===== config.mk =====
export PLATFORM = sky130hd
export DESIGN_NAME = hbq_ctrl
export DESIGN_NICKNAME = d
export VERILOG_FILES = /design/src/rtl/hbq_pkg.sv /design/src/rtl/hbq_sync.sv /design/src/rtl/hbq_ocf.sv /design/src/rtl/hbq_leg.sv /design/src/rtl/hbq_ctrl.sv
export SDC_FILE = /design/constraint.sdc
export NUM_CORES = 1
export LEC_CHECK = 0
export BUFFER_PORTS_ARGS = -buffer_cell sky130_fd_sc_hd__buf_2
export CAP_MARGIN = 40
export CELL_PAD_IN_SITES_DETAIL_PLACEMENT = 0
export CELL_PAD_IN_SITES_GLOBAL_PLACEMENT = 1
export CORE_MARGIN = 3
export CORE_UTILIZATION = 49
export CTS_BUF_LIST = sky130_fd_sc_hd__clkbuf_2
export DETAILED_ROUTE_END_ITERATION = 6
export PLACE_DENSITY = 0.9
export SLEW_MARGIN = 10
export SYNTH_ARGS = -nofsm -noshare
export SYNTH_HDL_FRONTEND = slang
export SYNTH_SLANG_ARGS = --single-unit

===== constraint.sdc =====
create_clock -name clk -period 2 [get_ports clk]
set_clock_uncertainty 0.2 [all_clocks]
set_input_delay 0.4 -clock clk [delete_from_list [all_inputs] [get_ports clk]]
set_output_delay 0.4 -clock clk [all_outputs]
set_load 0.05 [all_outputs]

===== src/rtl/hbq_pkg.sv =====
package hbq_pkg;

    typedef enum logic [1:0] {
        DRV_FLOAT = 2'd0,
        DRV_LOW   = 2'd1,
        DRV_HIGH  = 2'd2
    } drive_e;

    typedef struct packed {
        logic hi;
        logic lo;
    } gate_t;

    function automatic drive_e drive_of(input logic run, input logic en, input logic lvl);
        if (!run || !en) return DRV_FLOAT;
        return lvl ? DRV_HIGH : DRV_LOW;
    endfunction

    function automatic int unsigned ns_to_cyc(input int unsigned mhz, input int unsigned ns);
        int unsigned c;
        c = (mhz * ns + 999) / 1000;
        return (c < 1) ? 1 : c;
    endfunction

endpackage


===== src/rtl/hbq_sync.sv =====
module hbq_sync #(
    parameter int unsigned W = 1
) (
    input  logic         clk,
    input  logic         rst,
    input  logic [W-1:0] d,
    output logic [W-1:0] q
);
    logic [W-1:0] stage1;
    logic [W-1:0] stage2;

    always_ff @(posedge clk) begin
        if (rst) begin
            stage1 <= '0;
            stage2 <= '0;
        end else begin
            stage1 <= d;
            stage2 <= stage1;
        end
    end

    assign q = stage2;
endmodule


===== src/rtl/hbq_ocf.sv =====
module hbq_ocf #(
    parameter int unsigned OC_CYC = 300
) (
    input  logic clk,
    input  logic rst,
    input  logic oc_s,
    output logic trip
);
    localparam int unsigned CW = (OC_CYC < 2) ? 1 : $clog2(OC_CYC);
    localparam logic [CW-1:0] LAST = CW'(OC_CYC - 1);

    logic [CW-1:0] run_len;

    assign trip = oc_s && (run_len == LAST);

    always_ff @(posedge clk) begin
        if (rst) begin
            run_len <= '0;
        end else if (!oc_s) begin
            run_len <= '0;
        end else if (run_len != LAST) begin
            run_len <= run_len + 1'b1;
        end
    end

    generate
        if (OC_CYC >= 2) begin : g_chk
            AST_TRIP_NEEDS_HOLD: assert property (@(posedge clk) disable iff (rst)
                trip |-> $past(oc_s));
        end
    endgenerate
endmodule


===== src/rtl/hbq_leg.sv =====
module hbq_leg
    import hbq_pkg::*;
#(
    parameter int unsigned DEAD_CYC = 10
) (
    input  logic   clk,
    input  logic   rst,
    input  drive_e want,
    output gate_t  gate
);
    localparam int unsigned GW = $clog2(DEAD_CYC + 1);
    localparam logic [GW-1:0] READY = GW'(DEAD_CYC - 1);

    gate_t         gate_q;
    gate_t         gate_d;
    logic [GW-1:0] gap_hi;   // cycles since high side went off
    logic [GW-1:0] gap_lo;   // cycles since low side went off

    always_comb begin
        gate_d.hi = (want == DRV_HIGH) && !gate_q.lo && (gap_lo >= READY);
        gate_d.lo = (want == DRV_LOW)  && !gate_q.hi && (gap_hi >= READY);
    end

    always_ff @(posedge clk) begin
        if (rst) begin
            gate_q <= '0;
            gap_hi <= READY;
            gap_lo <= READY;
        end else begin
            gate_q <= gate_d;
            gap_hi <= gate_q.hi ? '0 : ((gap_hi == READY) ? READY : gap_hi + 1'b1);
            gap_lo <= gate_q.lo ? '0 : ((gap_lo == READY) ? READY : gap_lo + 1'b1);
        end
    end

    assign gate = gate_q;

    AST_NO_OVERLAP: assert property (@(posedge clk) disable iff (rst)
        !(gate_q.hi && gate_q.lo));
    AST_HANDOVER_LO: assert property (@(posedge clk) disable iff (rst)
        $fell(gate_q.lo) |-> !gate_q.hi);
    AST_HANDOVER_HI: assert property (@(posedge clk) disable iff (rst)
        $fell(gate_q.hi) |-> !gate_q.lo);
    AST_FLOAT_OFF: assert property (@(posedge clk) disable iff (rst)
        (want == DRV_FLOAT) |=> (!gate_q.hi && !gate_q.lo));
endmodule


===== src/rtl/hbq_ctrl.sv =====
module hbq_ctrl
    import hbq_pkg::*;
#(
    parameter int unsigned CH      = 4,
    parameter int unsigned CLK_MHZ = 100,
    parameter int unsigned DEAD_NS = 100,
    parameter int unsigned OC_NS   = 3000
) (
    input  logic          clk,
    input  logic          rst,
    input  logic          rst_req_n,
    input  logic          sleep_n,
    input  logic [CH-1:0] leg_lvl,
    input  logic [CH-1:0] leg_en,
    input  logic [CH-1:0] oc_flag,
    input  logic          ot_flag,
    input  logic          uv_flag,
    output logic [CH-1:0] gate_hi,
    output logic [CH-1:0] gate_lo,
    output logic          cp_en,
    output logic          fault_n
);
    localparam int unsigned DEAD_CYC = ns_to_cyc(CLK_MHZ, DEAD_NS);
    localparam int unsigned OC_CYC   = ns_to_cyc(CLK_MHZ, OC_NS);
    localparam int unsigned SW       = 3 * CH + 4;

    logic [SW-1:0] raw_in;
    logic [SW-1:0] syn;
    logic [CH-1:0] lvl_s, en_s, oc_s, trip;
    logic          rq_s, sleep_s, ot_s, uv_s;
    logic          latch_q, fault_q, cp_q, run;

    assign raw_in = {rst_req_n, sleep_n, uv_flag, ot_flag, oc_flag, leg_en, leg_lvl};

    hbq_sync #(.W(SW)) u_sync (.clk(clk), .rst(rst), .d(raw_in), .q(syn));

    assign {rq_s, sleep_s, uv_s, ot_s, oc_s, en_s, lvl_s} = syn;

    assign run = rq_s && sleep_s && !latch_q && !uv_s;

    generate
        for (genvar i = 0; i < CH; i++) begin : g_leg
            gate_t g;
            hbq_ocf #(.OC_CYC(OC_CYC)) u_ocf (
                .clk(clk), .rst(rst), .oc_s(oc_s[i]), .trip(trip[i])
            );
            hbq_leg #(.DEAD_CYC(DEAD_CYC)) u_leg (
                .clk(clk), .rst(rst), .want(drive_of(run, en_s[i], lvl_s[i])), .gate(g)
            );
            assign gate_hi[i] = g.hi;
            assign gate_lo[i] = g.lo;
        end
    endgenerate

    always_ff @(posedge clk) begin
        if (rst) begin
            latch_q <= 1'b0;
            fault_q <= 1'b1;
            cp_q    <= 1'b0;
        end else begin
            latch_q <= rq_s ? (latch_q || (|trip) || ot_s) : 1'b0;
            fault_q <= !(latch_q || uv_s);
            cp_q    <= sleep_s;
        end
    end

    assign cp_en   = cp_q;
    assign fault_n = fault_q;

    AST_RSTREQ_CLEARS: assert property (@(posedge clk) disable iff (rst)
        !rq_s |=> !latch_q);
    AST_LATCH_GATES_OFF: assert property (@(posedge clk) disable iff (rst)
        latch_q |=> (gate_hi == '0 && gate_lo == '0 && !fault_n));
    AST_UV_FAULT: assert property (@(posedge clk) disable iff (rst)
        uv_s |=> (!fault_n && gate_hi == '0 && gate_lo == '0));
    AST_SLEEP_OFF: assert property (@(posedge clk) disable iff (rst)
        !sleep_s |=> (!cp_en && gate_hi == '0 && gate_lo == '0));
endmodule


==> qor.yml, run 1 <==
min_period_over_period: 0.948
critPathMaxFanout: 6
io_pins: 28
synth_area_leaders: "dfxtp_1 (48%), ha_1 (7.6%), nor2b_1 (4.6%)"
switching_power_w: 0.00120
netlist_area_sq_um: 4630
yosys_warnings: 0
clock_sinks: 111
critical_path_class: "flip-flop to primary output"
drtIter0Drc: 93
grt_overflow: 0
arrival_ns: 1.30
drc: 0
synth-async-reset-ratio: 0
synth_most_common_cell: "dfxtp_1"
synth_cells: 477
drt-vias-per-instance: 5.34
peakVddDrop_v: 0.000433
pre_cts_ws_ns: 0.287
final.setup.worst_slack_ns: 0.104
path_buf_inv: 1
place.gp.congestion: 0.800
grt_pass1_wl_mm: 13.5
cts_tree: "done"
crit_required_ns: 1.40
critPathTopFamily: "flip-flops"
final_layout_size_suffix_gt1_frac: 0.140
numPortBuffers: 27
synth_top_area_cell: "dfxtp_1"
clk_pin_slew_ns: 0.29
intPower_w: 0.00305
fmax_ghz: 0.528
outcome: "finished, final reports clean"
drv_slew: 0
p_clk_frac: 0.238
rows: 34
critPathCaptureType: "primary output"
hold_class: "flip-flop to flip-flop"
p_comb_frac: 0.177
cts_root_buffer: "clkbuf_2"
routed_wirelength_mm: 7.88
synth_edf_count: 0
leakage_nw: 2.00
core_area_sq_um: 8930
synth_cell_types: 46
crit_path_start_kind: "flip-flop"
cts_setup_buffers: 0
synth_commonest_cells: "dfxtp_1 (111), a21oi_1 (40), nand3_1 (35)"
min_period_ns: 1.90
die_w_um: 103
antenna_found_initial: 0
ys_ff_latch: 111
final_nets: 568
grt_pass1_vias: 3130
cts-htree-levels: 3
fin_util: 0.581
max_stage_delay_ns: 0.46
syn_to_final_growth_pct: 12.1
maxSlewHeadroom: 0.641
switching_share: 0.283
synth-main-ff-cell: "dfxtp_1"
path_cells: "buf_2"
synth_top_area_frac: 0.480
p_seq_frac: 0.585
synth_nets: 523
clk_latency_ns: 0.57
ant_nets: 0
cts_made_buffers: 9
grtUsageTotal: 0.157
dp_hpwl_mm: 5.47
wl_per_cell_um: 12.4
antenna_cells: 0
synth.avg_cell_area_sq_um: 9.71
hold_violations: 0
timing.max_cap.violations: 0
route.vias.total: 3392
die_y_um: 103
cpMaxStageDelayCell: "dfxtp_2"
ys_seq_area_frac: 0.480
cts.path.max_buffers: 2
setup_viol: 0
dieArea_sq_um: 10700
finalPower_w: 0.00425
grt_max_degree: 72
start_util: 0.518
first_pass_iters: 4
tightest_slew_ns: 0.533
cellPowerDensity_nw_per_um2: 819
## state kept, by name, indices dropped and copies added (netlist names)
signal               count
cp_en                    1
latch_q                  1
g_leg.u_leg.gap_lo      16
g_leg.u_leg.gap_hi      16
g_leg.u_ocf.run_len     36
u_sync.stage1           16
g_leg.u_leg.gate         8
u_sync.q                16
fault_n                  1
## kinds of logic after synthesis
| family | count (synthesis) | share of synthesized area |
|---|---|---|
| xor gates and xnor gates | 16 | 0.0303 |
| muxes | 8 | 0.0173 |
| DFF | 111 | 0.480 |
| adders and majority gates | 28 | 0.0757 |
| AOI/OAI and AO/OA | 86 | 0.117 |
| and+or+nand+nor | 196 | 0.252 |
| buffers and inverters | 32 | 0.0278 |
## metrics by stage
step	hold slack, ns	setup TNS, ns	area (sq um)	instances
5_1_grt	0.259	-0.000687	5190	635
2_1_floorplan	0.210	0	4630	477
6_report	0.234	0	5190	635
3_5_place_dp	0.221	0	4870	602
4_1_cts	0.228	0	5180	635
3_3_place_gp	0.219	0	4870	602
## path summary, 6_finish.rpt
check	start	endpoint	slack (ns)	cells past startpoint
setup reg to reg	g_leg[2].u_ocf.run_len[0]	latch_q	0.22	4
hold / removal	u_sync.stage1[9]	u_sync.q[9]	0.23	1
setup / recovery	g_leg[0].u_leg.gate[0]	gate_lo[0]	0.10	1
hold reg to reg	u_sync.stage1[9]	u_sync.q[9]	0.23	1
## routing by layer
layer | wire length, um | track usage | vias to the layer above | part of all wire
li1 | - | - | 1771 | -
met1 | 4050 | 0.214 | 1575 | 0.51
met3 | 182 | 0.0268 | 13 | 0.023
met2 | 3480 | 0.245 | 33 | 0.44
met5 | 0 | 0 | - | 0
met4 | 161 | 0.0707 | 0 | 0.020
## layout by cell type (no fill, tap or decap), types with 10 or more instances in the layout
| master | n |
|---|---|
| a21oi_1 | 40 |
| buf_2 | 20 |
| clkbuf_2 | 10 |
| dfxtp_1 | 103 |
| dlygate4sd3_1 | 17 |
| ha_1 | 28 |
| inv_1 | 20 |
| nand2_1 | 14 |
| nand2b_1 | 10 |
| nand3_1 | 35 |
| nor2_1 | 23 |
| nor2b_1 | 34 |
| nor3_1 | 16 |
| o21ai_0 | 20 |
| or3_1 | 13 |
| xor2_1 | 15 |
## cell type report
cell class	count	area, sq um
timing repair buffer	46	350
clock inverter	6	68.8
clock buffer	10	50.0
multi-input combinational	334	2280
tap	108	135
inverter	20	75.1
sequential	111	2230
fill	799	3740
## power groups by stage
stage | combinational (W) | clock (W) | sequential, W
after global routing | 0.000875 | 0.00114 | 0.00251
after detailed placement | 0.000725 | 0 | 0.00253
after global placement | 0.000699 | 0 | 0.00252
after CTS | 0.000759 | 0.00107 | 0.00249
after floorplan | 0.000593 | 0 | 0.00250
final | 0.000754 | 0.00101 | 0.00249
## worst register-to-register path: stages, from the launching register on
cell      delay, ns
dfxtp_1        0.43
ha_1           0.31
and4_1         0.26
a311oi_1       0.32
a41oi_1        0.16
## what timing repair did
action                                  4_1_cts  5_1_grt
endpoints found under the hold margin        18        0
resized for setup                             8        7
cloned                                        0        0
endpoints found under the setup margin        8        7
hold buffers                                 17        0
(Power assumes the default switching activity.)
==> run 2: changes to the inputs <==
--- a/config.mk
+++ b/config.mk
@@ -13,6 +13,7 @@
 export CORE_UTILIZATION = 49
 export CTS_BUF_LIST = sky130_fd_sc_hd__clkbuf_2
 export DETAILED_ROUTE_END_ITERATION = 6
+export GPL_ROUTABILITY_DRIVEN = 0
 export PLACE_DENSITY = 0.9
 export SLEW_MARGIN = 10
 export SYNTH_ARGS = -nofsm -noshare
==> constraint.sdc (replaced) <==
create_clock -name clk -period 2.05 [get_ports clk]
set_clock_uncertainty 0.2 [all_clocks]
set_input_delay 0.41 -clock clk [delete_from_list [all_inputs] [get_ports clk]]
set_output_delay 0.41 -clock clk [all_outputs]
set_load 0.05 [all_outputs]
==> run 2 against run 1 <==
  * Clock power shrank 6%
  * Hold slack gained 0.012 ns
  * Final area shrank 0.51%
  * Sequential share of layout area grew 0.19 points
  * Global-route usage grew 0.85 points
  * Count of clock-buffer cells in the layout shrank 1
  * Non-clock buffer count grew 1
  * Routed wire length grew 2.8%
  * Combinational power shrank 2%
  * Critical endpoint is now gate_hi[0]
  * Largest cell class unchanged
==> qor.yml, run 2 (same netlist as run 1, synthesis figures left out) <==
cts-htree-levels: 3
largest_reg_flops: 36
drc: 0
final_nets: 569
timing.max_cap.violations: 0
clk_latency_ns: 0.56
fin_util: 0.578
crit_required_ns: 1.44
cts_setup_buffers: 0
seqCellArea_sq_um: 2230
multiInputGateArea_sq_um: 2280
largest_register: "g_leg.u_ocf.run_len"
arrival_ns: 1.30
grt_pass1_wl_mm: 14.1
stdcell_count: 636
cts.path.max_buffers: 2
setup_viol: 0
fillerInstances: 784
clk_pin_slew_ns: 0.29
hold_violations: 0
rows: 34
antenna_cells: 0
drt-vias-per-instance: 5.33
die_w_um: 103
leakage_nw: 1.99
die_y_um: 103
antenna_found_initial: 0
outcome: "finished, final reports clean"
final_cell_mix: "dfxtp_1 (104), a21oi_1 (40), nand3_1 (35), nor2b_1 (34), ha_1 (28)"
cts_root_buffer: "clkbuf_2"
cellPowerDensity_nw_per_um2: 796
min_period_over_period: 0.934
setup_tns_ns: 0
crit_path_start_kind: "flip-flop"
wl_per_cell_um: 12.7
ant_nets: 0
start_util: 0.518
grt_pass1_vias: 3174
fmax_ghz: 0.522
grt_overflow: 0
drtIter0Drc: 104
core_area_sq_um: 8930
route.vias.total: 3390
hold_class: "flip-flop to flip-flop"
syn_to_final_growth_pct: 11.5
maxSlewHeadroom: 0.676
clock_sinks: 111
peakVddDrop_v: 0.000481
grtUsageTotal: 0.165
max_stage_delay_ns: 0.51
tightest_slew_ns: 0.481
cpMaxStageDelayCell: "dfxtp_1"
path_buf_inv: 1
dieArea_sq_um: 10700
cts_made_buffers: 9
min_period_ns: 1.91
path_cells: "buf_4"
fin_hold_ws_ns: 0.246
final_common_cell: "dfxtp_1"
grt_max_degree: 53
critPathCaptureType: "primary output"
numPortBuffers: 27
critPathTopFamily: "flip-flops"
critPathMaxFanout: 6
dp_hpwl_mm: 5.66
cts_tree: "done"
placed_cells: 603
drv_slew: 0
final_layout_size_suffix_gt1_frac: 0.140
first_pass_iters: 4
routed_wirelength_mm: 8.10
io_pins: 28
critical_path_class: "flip-flop to primary output"
rsz0062_at_grt: "false"
run 2: cell count changes in the layout (fill, tap and decap cells not counted), sizes merged:
cell	previous run	this run
buf	26	29
clkbuf	13	10
inv	22	24
bufinv	1	0
run 2: path summary, 6_finish.rpt:
kind,to,from,cells past startpoint,slack (ns)
max,gate_hi[0],g_leg[0].u_leg.gate[1],1,0.14
min,g_leg[2].u_leg.gate[1],u_sync.q[2],2,0.25
max reg2reg,g_leg[1].u_ocf.run_len[8],g_leg[1].u_ocf.run_len[0],4,0.33
min reg2reg,g_leg[2].u_leg.gate[1],u_sync.q[2],2,0.25
run 2: repair_timing:
item / in CTS / in global routing
hold buffers: 17 / 0
resized for setup: 4 / 6
endpoints found under the hold margin: 18 / 0
setup endpoints to repair: 4 / 6
run 2: stage by stage:
stage | worst slack (ns) | cell area, sq um | power, W
3_3_place_gp | 0.353 | 4870 | 0.00314
6_report | 0.136 | 5160 | 0.00411
4_1_cts | 0.000356 | 5150 | 0.00418
5_1_grt | 0.00618 | 5160 | 0.00439
3_5_place_dp | 0.259 | 4870 | 0.00319
2_1_floorplan | 0.503 | 4630 | 0.00302
run 2: layer usage:
layer	global-route usage	routed length (um)	vias up
li1	-	-	1782
met1	0.218	3880	1557
met2	0.268	3850	45
met3	0.0443	290	6
met4	0.0468	80	0
met5	0	0	-
run 2: power by group:
part	total, W	switching (W)	internal [W]
logic	0.000741	0.000365	0.000376
registers	0.00243	0.000122	0.00230
clock network	0.000946	0.000751	0.000194
run 2: layout make-up:
class	count	share of cell area
Multi-Input combinational cell	334	0.441
Sequential cell	111	0.432
Timing Repair Buffer	47	0.0649
Tap cell	108	0.0262
Inverter	20	0.0145
Clock inverter	7	0.0124
Clock buffer	9	0.00872
